**src/rtl/kwd_pkg.sv**
```systemverilog
`timescale 1ns/1ps
package kwd_pkg;
  localparam logic [7:0] KEY_ARM  = 8'h55;
  localparam logic [7:0] KEY_FIRE = 8'hAA;

  // Control byte layout: bit 7 enable, bit 6 prescale, bits 5:4 timeout select
  typedef struct packed {
    logic       en;
    logic       pre_sel;
    logic [1:0] tmo_sel;
  } wd_cfg_t;
endpackage

```
**src/rtl/kwd_cfg_lock.sv**
```systemverilog
`timescale 1ns/1ps
module kwd_cfg_lock
  import kwd_pkg::*;
#(
  parameter int ADDR_W = 4,
  parameter logic [ADDR_W-1:0] CFG_ADDR = 1
) (
  input  logic              clk,
  input  logic              rst_n,
  input  logic              wr,
  input  logic [ADDR_W-1:0] addr,
  input  logic [7:0]        wdata,
  output wd_cfg_t           cfg_o
);
  logic    locked_q;
  wd_cfg_t cfg_q;
  logic    hit;
  logic    unused_spare;

  assign hit          = wr && (addr == CFG_ADDR);
  assign unused_spare = ^wdata[3:0];

  always_ff @(posedge clk or negedge rst_n) begin
    if (!rst_n) begin
      locked_q <= 1'b0;
      cfg_q    <= '0;
    end else if (hit && !locked_q) begin
      locked_q <= 1'b1;
      cfg_q    <= wd_cfg_t'(wdata[7:4]);
    end
  end

  assign cfg_o = cfg_q;

  a_r3_frozen_after_lock: assert property (@(posedge clk) disable iff (!rst_n)
    locked_q |=> $stable(cfg_q))
    else $error("R3: control changed after lock");

  a_r3_write_locks: assert property (@(posedge clk) disable iff (!rst_n)
    hit |=> locked_q)
    else $error("R3: control write did not lock");
endmodule

```
**src/rtl/kwd_key_seq.sv**
```systemverilog
`timescale 1ns/1ps
module kwd_key_seq
  import kwd_pkg::*;
#(
  parameter int ADDR_W = 4,
  parameter logic [ADDR_W-1:0] SVC_ADDR = 3
) (
  input  logic              clk,
  input  logic              rst_n,
  input  logic              wr,
  input  logic [ADDR_W-1:0] addr,
  input  logic [7:0]        wdata,
  output logic              svc_o
);
  logic armed_q;
  logic hit;

  assign hit   = wr && (addr == SVC_ADDR);
  assign svc_o = hit && armed_q && (wdata == KEY_FIRE);

  always_ff @(posedge clk or negedge rst_n) begin
    if (!rst_n)   armed_q <= 1'b0;
    else if (hit) armed_q <= (wdata == KEY_ARM);
  end

  a_r7_junk_disarms: assert property (@(posedge clk) disable iff (!rst_n)
    (hit && wdata != KEY_ARM && wdata != KEY_FIRE) |=> !armed_q)
    else $error("R7: stray value left sequence armed");

  a_r6_fire_consumes_arm: assert property (@(posedge clk) disable iff (!rst_n)
    svc_o |=> !armed_q)
    else $error("R6: arm not consumed by service");

  a_r5_arm_on_key: assert property (@(posedge clk) disable iff (!rst_n)
    (hit && wdata == KEY_ARM) |=> armed_q)
    else $error("R5: first key did not arm");
endmodule

```
**src/rtl/kwd_timer.sv**
```systemverilog
`timescale 1ns/1ps
module kwd_timer
  import kwd_pkg::*;
#(
  parameter int PRE_LOG2      = 9,
  parameter int TMO_BASE_LOG2 = 9,
  parameter int TMO_STEP_LOG2 = 2
) (
  input  logic    clk,
  input  logic    rst_n,
  input  wd_cfg_t cfg,
  input  logic    tick,
  input  logic    svc,
  input  logic    halt,
  output logic    expire_o
);
  localparam int CNT_W = TMO_BASE_LOG2 + 3 * TMO_STEP_LOG2;

  logic [CNT_W-1:0] cnt_q;
  logic [CNT_W-1:0] last_val;
  logic             qual;
  logic             run;

  assign run = cfg.en && !svc && !halt && tick;

  generate
    if (PRE_LOG2 > 0) begin : g_pre
      logic [PRE_LOG2-1:0] pre_q;
      assign qual = !cfg.pre_sel || (pre_q == '1);
      always_ff @(posedge clk or negedge rst_n) begin
        if (!rst_n)                pre_q <= '0;
        else if (!cfg.en || svc)   pre_q <= '0;
        else if (run && cfg.pre_sel) pre_q <= pre_q + 1'b1;
      end
    end else begin : g_nopre
      assign qual = 1'b1;
    end
  endgenerate

  always_comb begin
    last_val = (CNT_W'(1) << (TMO_BASE_LOG2 + TMO_STEP_LOG2 * int'(cfg.tmo_sel)))
               - CNT_W'(1);
  end

  always_ff @(posedge clk or negedge rst_n) begin
    if (!rst_n)              cnt_q <= '0;
    else if (!cfg.en || svc) cnt_q <= '0;
    else if (run && qual)    cnt_q <= cnt_q + 1'b1;
  end

  assign expire_o = run && qual && (cnt_q == last_val);

  a_r8_idle_when_off: assert property (@(posedge clk) disable iff (!rst_n)
    !cfg.en |=> (cnt_q == '0))
    else $error("R8: counter moved while disabled");

  a_r5_restart_on_service: assert property (@(posedge clk) disable iff (!rst_n)
    svc |=> (cnt_q == '0))
    else $error("R5: service did not restart count");

  a_r10_frozen_on_halt: assert property (@(posedge clk) disable iff (!rst_n)
    (halt && !svc && cfg.en && $stable(cfg)) |=> $stable(cnt_q))
    else $error("R10: counter moved after request");
endmodule

```
**src/rtl/keyed_wdog.sv**
```systemverilog
`timescale 1ns/1ps
module keyed_wdog
  import kwd_pkg::*;
#(
  parameter int ADDR_W        = 4,
  parameter logic [ADDR_W-1:0] CFG_ADDR = 1,
  parameter logic [ADDR_W-1:0] SVC_ADDR = 3,
  parameter int PRE_LOG2      = 9,
  parameter int TMO_BASE_LOG2 = 9,
  parameter int TMO_STEP_LOG2 = 2
) (
  input  logic              clk,
  input  logic              rst_n,
  input  logic              por_n,
  input  logic              bus_wr,
  input  logic [ADDR_W-1:0] bus_addr,
  input  logic [7:0]        bus_wdata,
  input  logic              tick,
  output logic              rst_req,
  output logic              wdog_flag
);
  logic    rst_all_n;
  wd_cfg_t cfg;
  logic    svc;
  logic    expire;
  logic    req_q;
  logic    flag_q;

  assign rst_all_n = rst_n && por_n;

  kwd_cfg_lock #(.ADDR_W(ADDR_W), .CFG_ADDR(CFG_ADDR)) u_cfg (
    .clk(clk), .rst_n(rst_all_n), .wr(bus_wr), .addr(bus_addr),
    .wdata(bus_wdata), .cfg_o(cfg));

  kwd_key_seq #(.ADDR_W(ADDR_W), .SVC_ADDR(SVC_ADDR)) u_key (
    .clk(clk), .rst_n(rst_all_n), .wr(bus_wr), .addr(bus_addr),
    .wdata(bus_wdata), .svc_o(svc));

  kwd_timer #(.PRE_LOG2(PRE_LOG2), .TMO_BASE_LOG2(TMO_BASE_LOG2),
              .TMO_STEP_LOG2(TMO_STEP_LOG2)) u_tmr (
    .clk(clk), .rst_n(rst_all_n), .cfg(cfg), .tick(tick), .svc(svc),
    .halt(req_q), .expire_o(expire));

  always_ff @(posedge clk or negedge rst_all_n) begin
    if (!rst_all_n)  req_q <= 1'b0;
    else if (expire) req_q <= 1'b1;
  end

  always_ff @(posedge clk or negedge por_n) begin
    if (!por_n)      flag_q <= 1'b0;
    else if (expire) flag_q <= 1'b1;
  end

  assign rst_req   = req_q;
  assign wdog_flag = flag_q;

  a_r4_expire_sets_both: assert property (@(posedge clk) disable iff (!rst_all_n)
    expire |=> (req_q && flag_q))
    else $error("R4: expiry did not raise request and flag");

  a_r10_req_sticky: assert property (@(posedge clk) disable iff (!rst_all_n)
    req_q |=> req_q)
    else $error("R10: request dropped without reset");

  a_r11_flag_sticky: assert property (@(posedge clk) disable iff (!por_n)
    flag_q |=> flag_q)
    else $error("R11: flag dropped without power-on reset");

  a_r1_req_implies_flag: assert property (@(posedge clk) disable iff (!rst_all_n)
    req_q |-> flag_q)
    else $error("R1: request without flag");
endmodule

```
**config.mk**
```make
export PLATFORM = sky130hd
export DESIGN_NAME = keyed_wdog
export DESIGN_NICKNAME = d
export VERILOG_FILES = /design/src/rtl/kwd_pkg.sv /design/src/rtl/kwd_cfg_lock.sv /design/src/rtl/kwd_key_seq.sv /design/src/rtl/kwd_timer.sv /design/src/rtl/keyed_wdog.sv
export SDC_FILE = /design/constraint.sdc
export NUM_CORES = 1
export LEC_CHECK = 0
export ABC_AREA = 1
export BUFFER_PORTS_ARGS = -buffer_cell sky130_fd_sc_hd__buf_4
export CAP_MARGIN = 20
export CORE_MARGIN = 2
export CORE_UTILIZATION = 45
export CTS_CLUSTER_SIZE = 25
export DETAILED_ROUTE_END_ITERATION = 8
export HOLD_SLACK_MARGIN = 0.1
export PLACE_DENSITY = 0.69
export SETUP_SLACK_MARGIN = 0.3
export SYNTH_ARGS = -nofsm -noshare
export SYNTH_HDL_FRONTEND = slang
export SYNTH_HIERARCHICAL = 1
export SYNTH_SLANG_ARGS = --single-unit
```
**constraint.sdc**
```tcl
create_clock -name clk -period 1.85 [get_ports clk]
set_input_delay 0.185 -clock clk [delete_from_list [all_inputs] [get_ports clk]]
set_output_delay 0.185 -clock clk [all_outputs]
set_load 0.05 [all_outputs]
```
# [Yosys cells after proc, flatten, opt, wreduce, memory -nomap -nowiden]
# Cells that the tools add are included.
[word_totals] ff_bits=32 latchBits=0 mem_bits_rw=0 rom_bits=0 input_bits=17 out_inout_bits=2 word_cells=45 memories=0
[op_classes] add_sub_neg=4 n_mul=0 n_div=0 n_lt_le_gt_ge=0 eq_ne=6 n_shift=1 muxes=4 bitwise_logic=0 n_reduce_logical=21
[ops] operator="left shift 1 x 32 -> 15 bit, first input constant" count=1
[ops] operator="two-way mux 15 bit" count=2
[ops] operator="two-way mux 9 bit" count=2
[ops] operator="adder 15 x 1 -> 15 bit, second input constant" count=1
[ops] operator="equality test 15 bit" count=1
[ops] operator="subtractor 15 x 2 -> 15 bit, second input constant" count=1
[ops] operator="logical AND 1 bit" count=12
[ops] operator="adder 9 x 1 -> 9 bit, second input constant" count=1
[ops] operator="equality test 9 bit, second input constant" count=1
[ops] operator="equality test 8 x 7 -> 1 bit, second input constant" count=1
[ops] operator="equality test 8 bit, second input constant" count=1
[ops] operator="adder 4 x 3 -> 5 bit, first input constant" count=1
[ops] operator="logical NOT 1 bit" count=5
[ops] operator="equality test 4 x 1 -> 1 bit, second input constant" count=1
[ops] operator="equality test 4 x 2 -> 1 bit, second input constant" count=1
[ops] operator="nonzero test 2 bit" count=2
[ops] operator="logical OR 1 bit" count=2

# [Depth between registers and ports, before layout]
# Gate-level depths: netlist of run 1.
[logic_depth] depth_word=11 ltp_mapped=14 mapped_depth_nobuf=14

# [Modules after synthesis]
# The synthesis of run 1 kept the hierarchy.
[modules_own_cells] mod="kwd_timer" instances=1 cells_each=198 area_each_um2=1411.4 seq_area_each_um2=600.6
[modules_own_cells] mod="kwd_cfg_lock" instances=1 cells_each=30 area_each_um2=245.2 seq_area_each_um2=125.1
[modules_own_cells] mod="kwd_key_seq" instances=1 cells_each=30 area_each_um2=137.6 seq_area_each_um2=25.0
[modules_own_cells] mod="keyed_wdog" instances=1 cells_each=9 area_each_um2=76.3 seq_area_each_um2=50.0

# [Least setup slack after synthesis of run 1]
# OpenSTA, ideal clock, no wires.
[synth_timing] path_kind="register to register" from="register u_tmr.g_pre.pre_q[0]" to="register req_q, in the netlist rst_req" setup_time_ns=0.065 t_arrival_ns=1.705 required_ns=1.785 setup_slack_ns=0.080 path_stages_with_launch=15 n_path_buf=0 synth_period_minus_slack_ns=1.770 path_cell_list="dfrtp_1 > ha_1 > nand3_1 > inv_1 > nand4_1 > nor2_1 > ha_1 > inv_1 > nand2_1 > nand3_4 > nor2_1 > nand3_1 > nor2_1 > inv_1 > nand2_1"
[synth_via] elab_chain_cells=4
[synth_lines] item="start: declaration" line="kwd_timer.sv:28" source="logic [PRE_LOG2-1:0] pre_q;"
[synth_lines] item="start signal: assignment" line="kwd_timer.sv:33" source="else if (run && cfg.pre_sel) pre_q <= pre_q + 1'b1;"
[synth_lines] item="equality test 9 bit" line="kwd_timer.sv:29" source="assign qual = !cfg.pre_sel || (pre_q == '1);"
[synth_lines] item="logical OR 1 bit" line="kwd_timer.sv:29"
[synth_lines] item="logical AND 1 bit (2 in series)" line="kwd_timer.sv:51" source="assign expire_o = run && qual && (cnt_q == last_val);"
[synth_lines] item="named net expire" line="keyed_wdog.sv:25" source="logic expire;"
[synth_lines] item="end signal: assignment" line="keyed_wdog.sv:45" source="if (!rst_all_n) req_q <= 1'b0;"
[synth_lines] item="end signal: assignment" line="keyed_wdog.sv:46" source="else if (expire) req_q <= 1'b1;"
[synth_lines] item="end: declaration" line="keyed_wdog.sv:26" source="logic req_q;"
# The timed path passes the listed nets, and every way through them passes these cells.
# A chain may end at the register's enable or synchronous reset.

# [Worst setup path after layout of run 1]
[layout_timing] from="register u_tmr.g_pre.pre_q[0]" to="register u_tmr.cnt_q[12]"
[layout_via] elab_chain_cells=4
[layout_lines] item="equality test 9 bit" line="kwd_timer.sv:29"
[layout_lines] item="logical OR 1 bit" line="kwd_timer.sv:29"
[layout_lines] item="logical AND 1 bit" line="kwd_timer.sv:48" source="else if (run && qual) cnt_q <= cnt_q + 1'b1;"
[layout_lines] item="nonzero test 2 bit (no line)"
[layout_lines] item="end signal: assignment" line="kwd_timer.sv:48"
[layout_lines] item="end: declaration" line="kwd_timer.sv:19" source="logic [CNT_W-1:0] cnt_q;"
# Every way passes these cells.

==> metrics.md, run 1 <==
| Metric | Value |
|---|---|
| Outcome | complete, but fails checks |
| Failing checks | setup timing |
| Via density | 4.97 |
| #FFs+latches synth | 32 |
| Max Root-Sink Buffers | 2 |
| Critical Path End Type | register |
| N_diodes | 0 |
| Synth async-reset ratio | 1.00 |
| First-pass GRT wire length | 6870 um |
| Critical path's slowest cell | dfrtp_1 |
| Cells after Synth | 267 |
| Sw Pwr | 308 uW |
| Max H-tree Level | 2 |
| Die area | 4690 sq um |
| Post-synthesis sequential area ratio | 0.428 |
| DR vias | approximately 1800 |
| Area contributors post-synth | dfrtp_1 (43%), nand2_1 (15%), nor2_1 (7.6%), inv_1 (6.8%), nand3_1 (6.4%) |
| IO Pins | 19 |
| Buffers on Ports | 18 |
| Syn Nets | 287 |
| Final hold vios | 0 |
| Startpoint Class | register |
| Leading area contributor after synthesis | dfrtp_1 |
| Tot GR Track Use | 0.198 |
| Largest stage delay on the critical path | 0.36 ns |
| R2r worst-path depth | 13 |
| Most common library cells after synthesis | nand2_1 (77), nor2_1 (38), inv_1 (34), dfrtp_1 (32), nand3_1 (24) |
| Drt drc | 0 |
| Synth Area per Inst | between 7 and 8 sq um |
| Row Count | 23 |
| Overflow after GRT | 0 |
| Total Wirelength | 4100 um |
| CP required | 2.03 ns |
| RSZ-0062 raised after global routing | true |
| Max rail drop VDD | roughly 300 uV |
| Synth cell types | 20 |
| Rel. slew slack | 0.734 |
| Clock sinks | 32 |
| Largest net degree at the start of global routing | 32 |
| Reg2reg start | u_tmr/g_pre.pre_q[0] |
| Power consumption | 1.44 mW |
| Gp weighted congestion | 0.815 |
| CP Cell Sequence | ha_2 -> nand3_2 -> inv_2 -> nand4_1 -> nor2_1 -> ha_2 -> inv_2 -> nand2_2 -> nand3_4 -> nor2_4 -> nand3_2 -> nand2_1 -> nor2_1 |
| Initial antenna violation count | 0 |
| P&R area growth vs syn | 27.8% |
| Post-synth top flop | dfrtp_1 |
| Post-DP HPWL | 2890 um |
| Achievable frequency | approximately 530 MHz |
| Hold path endpoint | u_cfg/cfg_o[3] |
| Power Density | 602 nW/um^2 |
| Setup TNS | -0.163 ns |
| Starting Density | 0.468 |
| Critical path's top delay family | simple AND/OR/NAND/NOR gates |
| Core area | 4000 sq um |
| Share of cells above drive strength 1 | 0.248 |
| R2r endpoint | u_tmr/cnt_q[12] |
| Crit path depth | 13 |
| Total CTS buffers | 5 |
| Routed wire per std cell | 11.5 um |
| Vias in the first global route | approximately 1700 |
| Hold Startpoint | bus_wdata[7] |
| Number of synthesized flops with an enable pin | 0 |
| Die width | 68.5 um |
| # setup viols final | 10 |
| Mapped Area | around 1900 sq um |
| 1st-iter DRT viols | 106 |
| Setup Crit Path Kind | reg2reg |
| Max-cap check violation count | 0 |
| Clock Skew | 0.00834 ns |
| Synth top area share | 0.428 |
| Buf+Inv Stages, Crit Path | 2 |
| Static Leakage | 1.13 nW |
| Count leader, synth | nand2_1 |
| Part of the power in combinational logic | 0.048 |
| CTS tree | yes |
| Worst Path Max Fanout | 6 |
| Die H | 68.5 um |
| Reg-to-reg slack, setup | -0.03 ns |
| Yosys Warn Count | 6 |
| Tmin final | 1.88 ns |
| Switching portion of total power | 0.214 |
| Worst min path class | in2reg |
| WP data arrival | between 2 and 2.5 ns |
| Final Net Count | around 330 |
| Routed Antenna Nets | 0 |
| Clock power frac | 0.466 |
| Hold Crit Depth | 3 |
| Internal power | about 1.1 mW |
| Setup ws final | -0.0308 ns |
| Max-slew violations | 0 |
| Clk_lat worst skew | 0.29 ns |
| Clk slew on worst S/H paths | 0.07 ns |
| Drt first pass iters | 4 |
| Cell at the root of the clock tree | clkbuf_8 |
| Worst-margin pin slew | 0.399 ns |
| Crit share post-route | 1.02 |
| Sequential power share | 0.486 |
-- cells by family after synthesis --
group / after synthesis / synth area share
compound gates: 31 / 0.0850
fa+ha+maj: 3 / 0.0201
buf+inv: 40 / 0.0816
flops: 32 / 0.428
simple gates: 161 / 0.385
-- layer usage --
layer  global-route usage  vias up  part of all wire
met1                0.234      809              0.46
met3               0.0526        8             0.034
li1                     -      927                 -
met4               0.0875        0             0.021
met2                0.337       32              0.48
met5                    0        -                 0
-- area by class of cell --
class,count,area [sq um]
fillers,381,1610
multi-input cells,195,1000
flip-flops and latches,32,801
repair buffers,34,272
inverters,38,148
clock buffers,6,72.6
well taps,50,62.6
clock inverters,2,35.0
-- worst register-to-register path, stage by stage, from the launching register on --
cell and delay (ns):
dfrtp_1 0.36, ha_2 0.20, nand3_2 0.09, inv_2 0.06, nand4_1 0.09, nor2_1 0.12, ha_2 0.18, inv_2 0.04
nand2_2 0.07, nand3_4 0.17, nor2_4 0.21, nand3_2 0.07, nand2_1 0.07, nor2_1 0.04
-- cell usage in the layout, fill, tap and decap left out --
cell type      count
buf_4             29
clkinv_2           1
a22o_1             1
inv_2              4
clkbuf_8           5
clkbuf_1           1
buf_6              3
nand2_4            1
o21ai_2            2
nand3_1           18
nor2_1            36
nand3_2            8
dfrtp_1           32
nand2_2            6
nand2_1           71
inv_4              2
nor2_4             6
nor3_1             2
a21oi_1           14
nand4_1            7
o21ai_0            7
nand3_4            1
or2_2              1
o21ai_1            7
ha_2               2
nor2_2             4
dlygate4sd3_1      2
bufinv_16          1
ha_1               1
inv_1             32
-- how the worst max path moves through the flow --
| stage | from | end | slack (ns) |
|---|---|---|---|
| 5_1_grt | u_tmr/g_pre.pre_q[1] | u_tmr/cnt_q[12] | -0.20 |
| 4_1_cts | u_tmr/g_pre.pre_q[0] | rst_req | -0.03 |
| 6_report | u_tmr/g_pre.pre_q[0] | u_tmr/cnt_q[12] | -0.03 |
| 3_3_place_gp | u_tmr/g_pre.pre_q[1] | u_tmr/cnt_q[12] | 0.04 |
| 2_1_floorplan | u_tmr/g_pre.pre_q[0] | rst_req | 0.11 |
| 3_5_place_dp | u_tmr/g_pre.pre_q[1] | u_tmr/cnt_q[12] | -0.05 |
-- per-stage QoR --
stage | setup WS, ns | utilization | cells | area [sq um] | hold slack [ns]
2_1_floorplan | 0.109 | - | 267 | 1880 | -0.111
3_3_place_gp | 0.0376 | 0.523 | 337 | 2090 | -0.0345
3_5_place_dp | -0.0532 | 0.523 | 337 | 2090 | -0.0338
4_1_cts | -0.0275 | 0.584 | 355 | 2340 | 0.145
5_1_grt | -0.203 | 0.597 | 357 | 2390 | 0.161
6_report | -0.0308 | 0.597 | 357 | 2390 | 0.146
-- repair_timing --
action	4_1_cts	5_1_grt
setup endpoints to repair	24	21
endpoints found under the hold margin	32	0
hold buffers	2	0
pin swaps	10	12
resized for setup	16	12
setup buffers	8	2
-- power groups by stage --
stage / clock (mW) / sequential, mW / combinational, mW
final: 0.671 / 0.699 / 0.0686
after global routing: 0.715 / 0.699 / 0.0790
after CTS: 0.685 / 0.699 / 0.0705
after detailed placement: 0 / 0.713 / 0.0672
after global placement: 0 / 0.713 / 0.0663
after floorplan: 0 / 0.713 / 0.0260
-- sequential cells by signal, indices dropped and copies added, names as in the netlist --
name / count
rst_req: 1
u_cfg/cfg_o: 4
u_cfg/locked_q: 1
u_key/armed_q: 1
u_tmr/cnt_q: 15
u_tmr/g_pre.pre_q: 9
wdog_flag: 1
(Power assumes the default switching activity.)
==> inputs of run 2 (changes only) <==
Settings changed: GPL_TIMING_DRIVEN set to 0.
==> run 2 against run 1 <==
Effect of this change: the run still ends with setup timing left; flip-flop and latch count did not move; cell area rose by 2.3%; register-to-register slack got worse by 0.16 ns; clock skew fell by 0.0027 ns; clock power fell by 2%.
==> metrics.md, run 2 (same netlist as run 1, synthesis figures left out) <==
| Metric | Value |
|---|---|
| Outcome | complete, but fails checks (unchanged) |
| Failing checks | setup timing (unchanged) |
| Setup Crit Path Kind | reg2reg (unchanged) |
| Worst Path Max Fanout | 6 (unchanged) |
| Drt drc | 0 (unchanged) |
| Rel. slew slack | 0.656 (was 0.734) |
| Most flops, register | u_tmr/cnt_q (unchanged) |
| Gp weighted congestion | 0.893 (was 0.815) |
| Max reg flops | 15 (unchanged) |
| Hold Crit Depth | 3 (unchanged) |
| Overflow after GRT | 0 (unchanged) |
| Routed Antenna Nets | 0 (unchanged) |
| Clock sinks | 32 (unchanged) |
| Largest net degree at the start of global routing | 22 (was 32) |
| Clk slew on worst S/H paths | 0.07 ns (about the same) |
| IO Pins | 19 (unchanged) |
| Die width | 68.5 um (unchanged) |
| Max Root-Sink Buffers | 2 (unchanged) |
| Tot GR Track Use | 0.203 (was 0.198) |
| First-pass GRT wire length | 6980 um (was 6870 um) |
| CP required | 2.02 ns (was 2.03 ns) |
| Power Density | 586 nW/um^2 (was 602 nW/um^2) |
| Power consumption | 1.43 mW (was 1.44 mW) |
| Total Wirelength | 4250 um (was 4100 um) |
| # setup viols final | 17 (was 10) |
| Startpoint Class | register (unchanged) |
| Via density | 4.97 (about the same) |
| WP data arrival | 2.21 ns (was 2.06 ns) |
| Max H-tree Level | 2 (unchanged) |
| Reg2reg start | u_tmr/g_pre.pre_q[1] (was u_tmr/g_pre.pre_q[0]) |
| Final Net Count | 327 (was 326) |
| Largest stage delay on the critical path | 0.37 ns (was 0.36 ns) |
| CP Cell Sequence | ha_2 -> nand3_2 -> inv_2 -> nand4_1 -> nor2_2 -> ha_2 -> inv_2 -> nand2_2 -> nand3_4 -> inv_2 -> nand2_1 -> o21ai_1 -> nor2_1 (was ha_2 -> nand3_2 -> inv_2 -> nand4_1 -> nor2_1 -> ha_2 -> inv_2 -> nand2_2 -> nand3_4 -> nor2_4 -> nand3_2 -> nand2_1 -> nor2_1) |
| Reg-to-reg slack, setup | -0.19 ns (was -0.03 ns) |
| Max rail drop VDD | 371 uV (was 294 uV) |
| Max-cap check violation count | 0 (unchanged) |
| Crit share post-route | 1.10 (was 1.02) |
| Tmin final | 2.04 ns (was 1.88 ns) |
| Clock Skew | 0.00566 ns (was 0.00834 ns) |
| Hold Startpoint | bus_wdata[4] (was bus_wdata[7]) |
| Drt first pass iters | 4 (unchanged) |
| Final hold vios | 0 (unchanged) |
| Most common cell after layout, fill and taps aside | nand2_1 (unchanged) |
| Core area | 4000 sq um (unchanged) |
| Worst min path class | in2reg (unchanged) |
| RSZ-0062 raised after global routing | true (unchanged) |
| Row Count | 23 (unchanged) |
| Starting Density | 0.468 (unchanged) |
| Die H | 68.5 um (unchanged) |
| Max-slew violations | 0 (unchanged) |
| Setup ws final | -0.188 ns (was -0.0308 ns) |
| Buffers on Ports | 18 (unchanged) |
| N_diodes | 0 (unchanged) |
| Post-DP HPWL | 3020 um (was 2890 um) |
| P&R area growth vs syn | 30.6% (was 27.8%) |
| 1st-iter DRT viols | 94 (was 106) |
| CTS tree | yes (unchanged) |
| Hold path endpoint | u_cfg/cfg_o[0] (was u_cfg/cfg_o[3]) |
| Achievable frequency | 491 MHz (was 532 MHz) |
| Core Util, Final | 0.611 (was 0.597) |
| Die area | 4690 sq um (unchanged) |
| Worst-margin pin slew | 0.515 ns (was 0.399 ns) |
| Routed wire per std cell | 11.9 um (was 11.5 um) |
| Hold Slack | 0.160 ns (was 0.146 ns) |
| Initial antenna violation count | 0 (unchanged) |
| Static Leakage | 1.14 nW (was 1.13 nW) |
| Most frequent cells in the layout | nand2_1 (73), nor2_1 (35), inv_1 (32), dfrtp_1 (32), buf_4 (23) (was nand2_1 (71), nor2_1 (36), inv_1 (32), dfrtp_1 (32), buf_4 (29)) |
| Cell at the root of the clock tree | clkbuf_8 (unchanged) |
| Total CTS buffers | 5 (unchanged) |
| Share of cells above drive strength 1 | 0.253 (was 0.248) |
| R2r endpoint | u_tmr/cnt_q[3] (was u_tmr/cnt_q[12]) |
| Critical Path End Type | register (unchanged) |
| Clk_lat worst skew | 0.28 ns (was 0.29 ns) |
| Vias in the first global route | 1606 (was 1688) |
| DR vias | 1780 (was 1776) |
| R2r worst-path depth | 13 (unchanged) |
| Critical path's slowest cell | dfrtp_1 (unchanged) |
| Most frequent CP cell | inv_2 |
-- run 2: changes by cell type in the layout (fill, tap and decap cells not counted), sizes merged --
cell    delta
clkbuf     +1
-- run 2: final cells by class --
cell class	instances	area (sq um)
clock inverter	2	35.0
sequential	32	801
tap	50	62.6
fill	362	1560
timing repair buffer	33	299
buffer	2	12.5
inverter	38	145
multi-input combinational	195	1020
clock buffer	6	72.6
-- run 2: repair_timing --
item	4_1_cts	5_1_grt
pin swaps	13	8
endpoints found under the hold margin	11	0
hold buffers	2	0
setup endpoints to repair	18	26
setup buffers	10	2
gates resized for setup	26	9
gates cloned	0	0
-- run 2: how the worst max path moves through the flow --
| stage | slack [ns] | endpoint | startpoint | cells after the start |
|---|---|---|---|---|
| after floorplan | 0.11 | rst_req | u_tmr/g_pre.pre_q[0] | 14 |
| after global placement | -0.18 | u_tmr/cnt_q[12] | u_tmr/g_pre.pre_q[0] | 13 |
| after detailed placement | -0.22 | u_tmr/cnt_q[8] | u_tmr/g_pre.pre_q[0] | 12 |
| after CTS | -0.11 | u_tmr/cnt_q[12] | u_tmr/g_pre.pre_q[1] | 13 |
| after global routing | -0.36 | u_tmr/cnt_q[3] | u_tmr/g_pre.pre_q[0] | 13 |
| final | -0.19 | u_tmr/cnt_q[3] | u_tmr/g_pre.pre_q[1] | 13 |
-- run 2: metrics by stage --
stage / area (sq um) / instances / worst slack, ns / TNS (ns)
floorplan: 1880 / 267 / 0.109 / 0
global placement: 2070 / 335 / -0.180 / -1.69
detailed placement: 2100 / 336 / -0.222 / -2.02
CTS: 2390 / 356 / -0.107 / -0.951
global route: 2440 / 358 / -0.355 / -4.11
finish: 2440 / 358 / -0.188 / -1.13
-- run 2: critical path, delay by kind of cell (launching register included) --
kind,cells,cell delay (ns)
AO/OA/AOI/OAI,1,0.17
adder cells (fa/ha/maj),2,0.38
AND/OR/NAND/NOR,7,0.73
buffers and inverters,3,0.27
flip-flops,1,0.37
-- run 2: report_power, final --
| part | switching (mW) | internal [mW] | total, mW |
|---|---|---|---|
| combinational | 0.0377 | 0.0369 | 0.0746 |
| clock | 0.257 | 0.399 | 0.657 |
| sequential | 0.0000488 | 0.700 | 0.700 |
-- run 2: per-layer routing --
| metal | track usage | routed length, um | vias up |
|---|---|---|---|
| li1 | - | - | 925 |
| met4 | 0.0825 | 47 | 0 |
| met1 | 0.253 | 1940 | 813 |
| met5 | 0 | 0 | - |
| met3 | 0.0444 | 154 | 6 |
| met2 | 0.339 | 2110 | 36 |
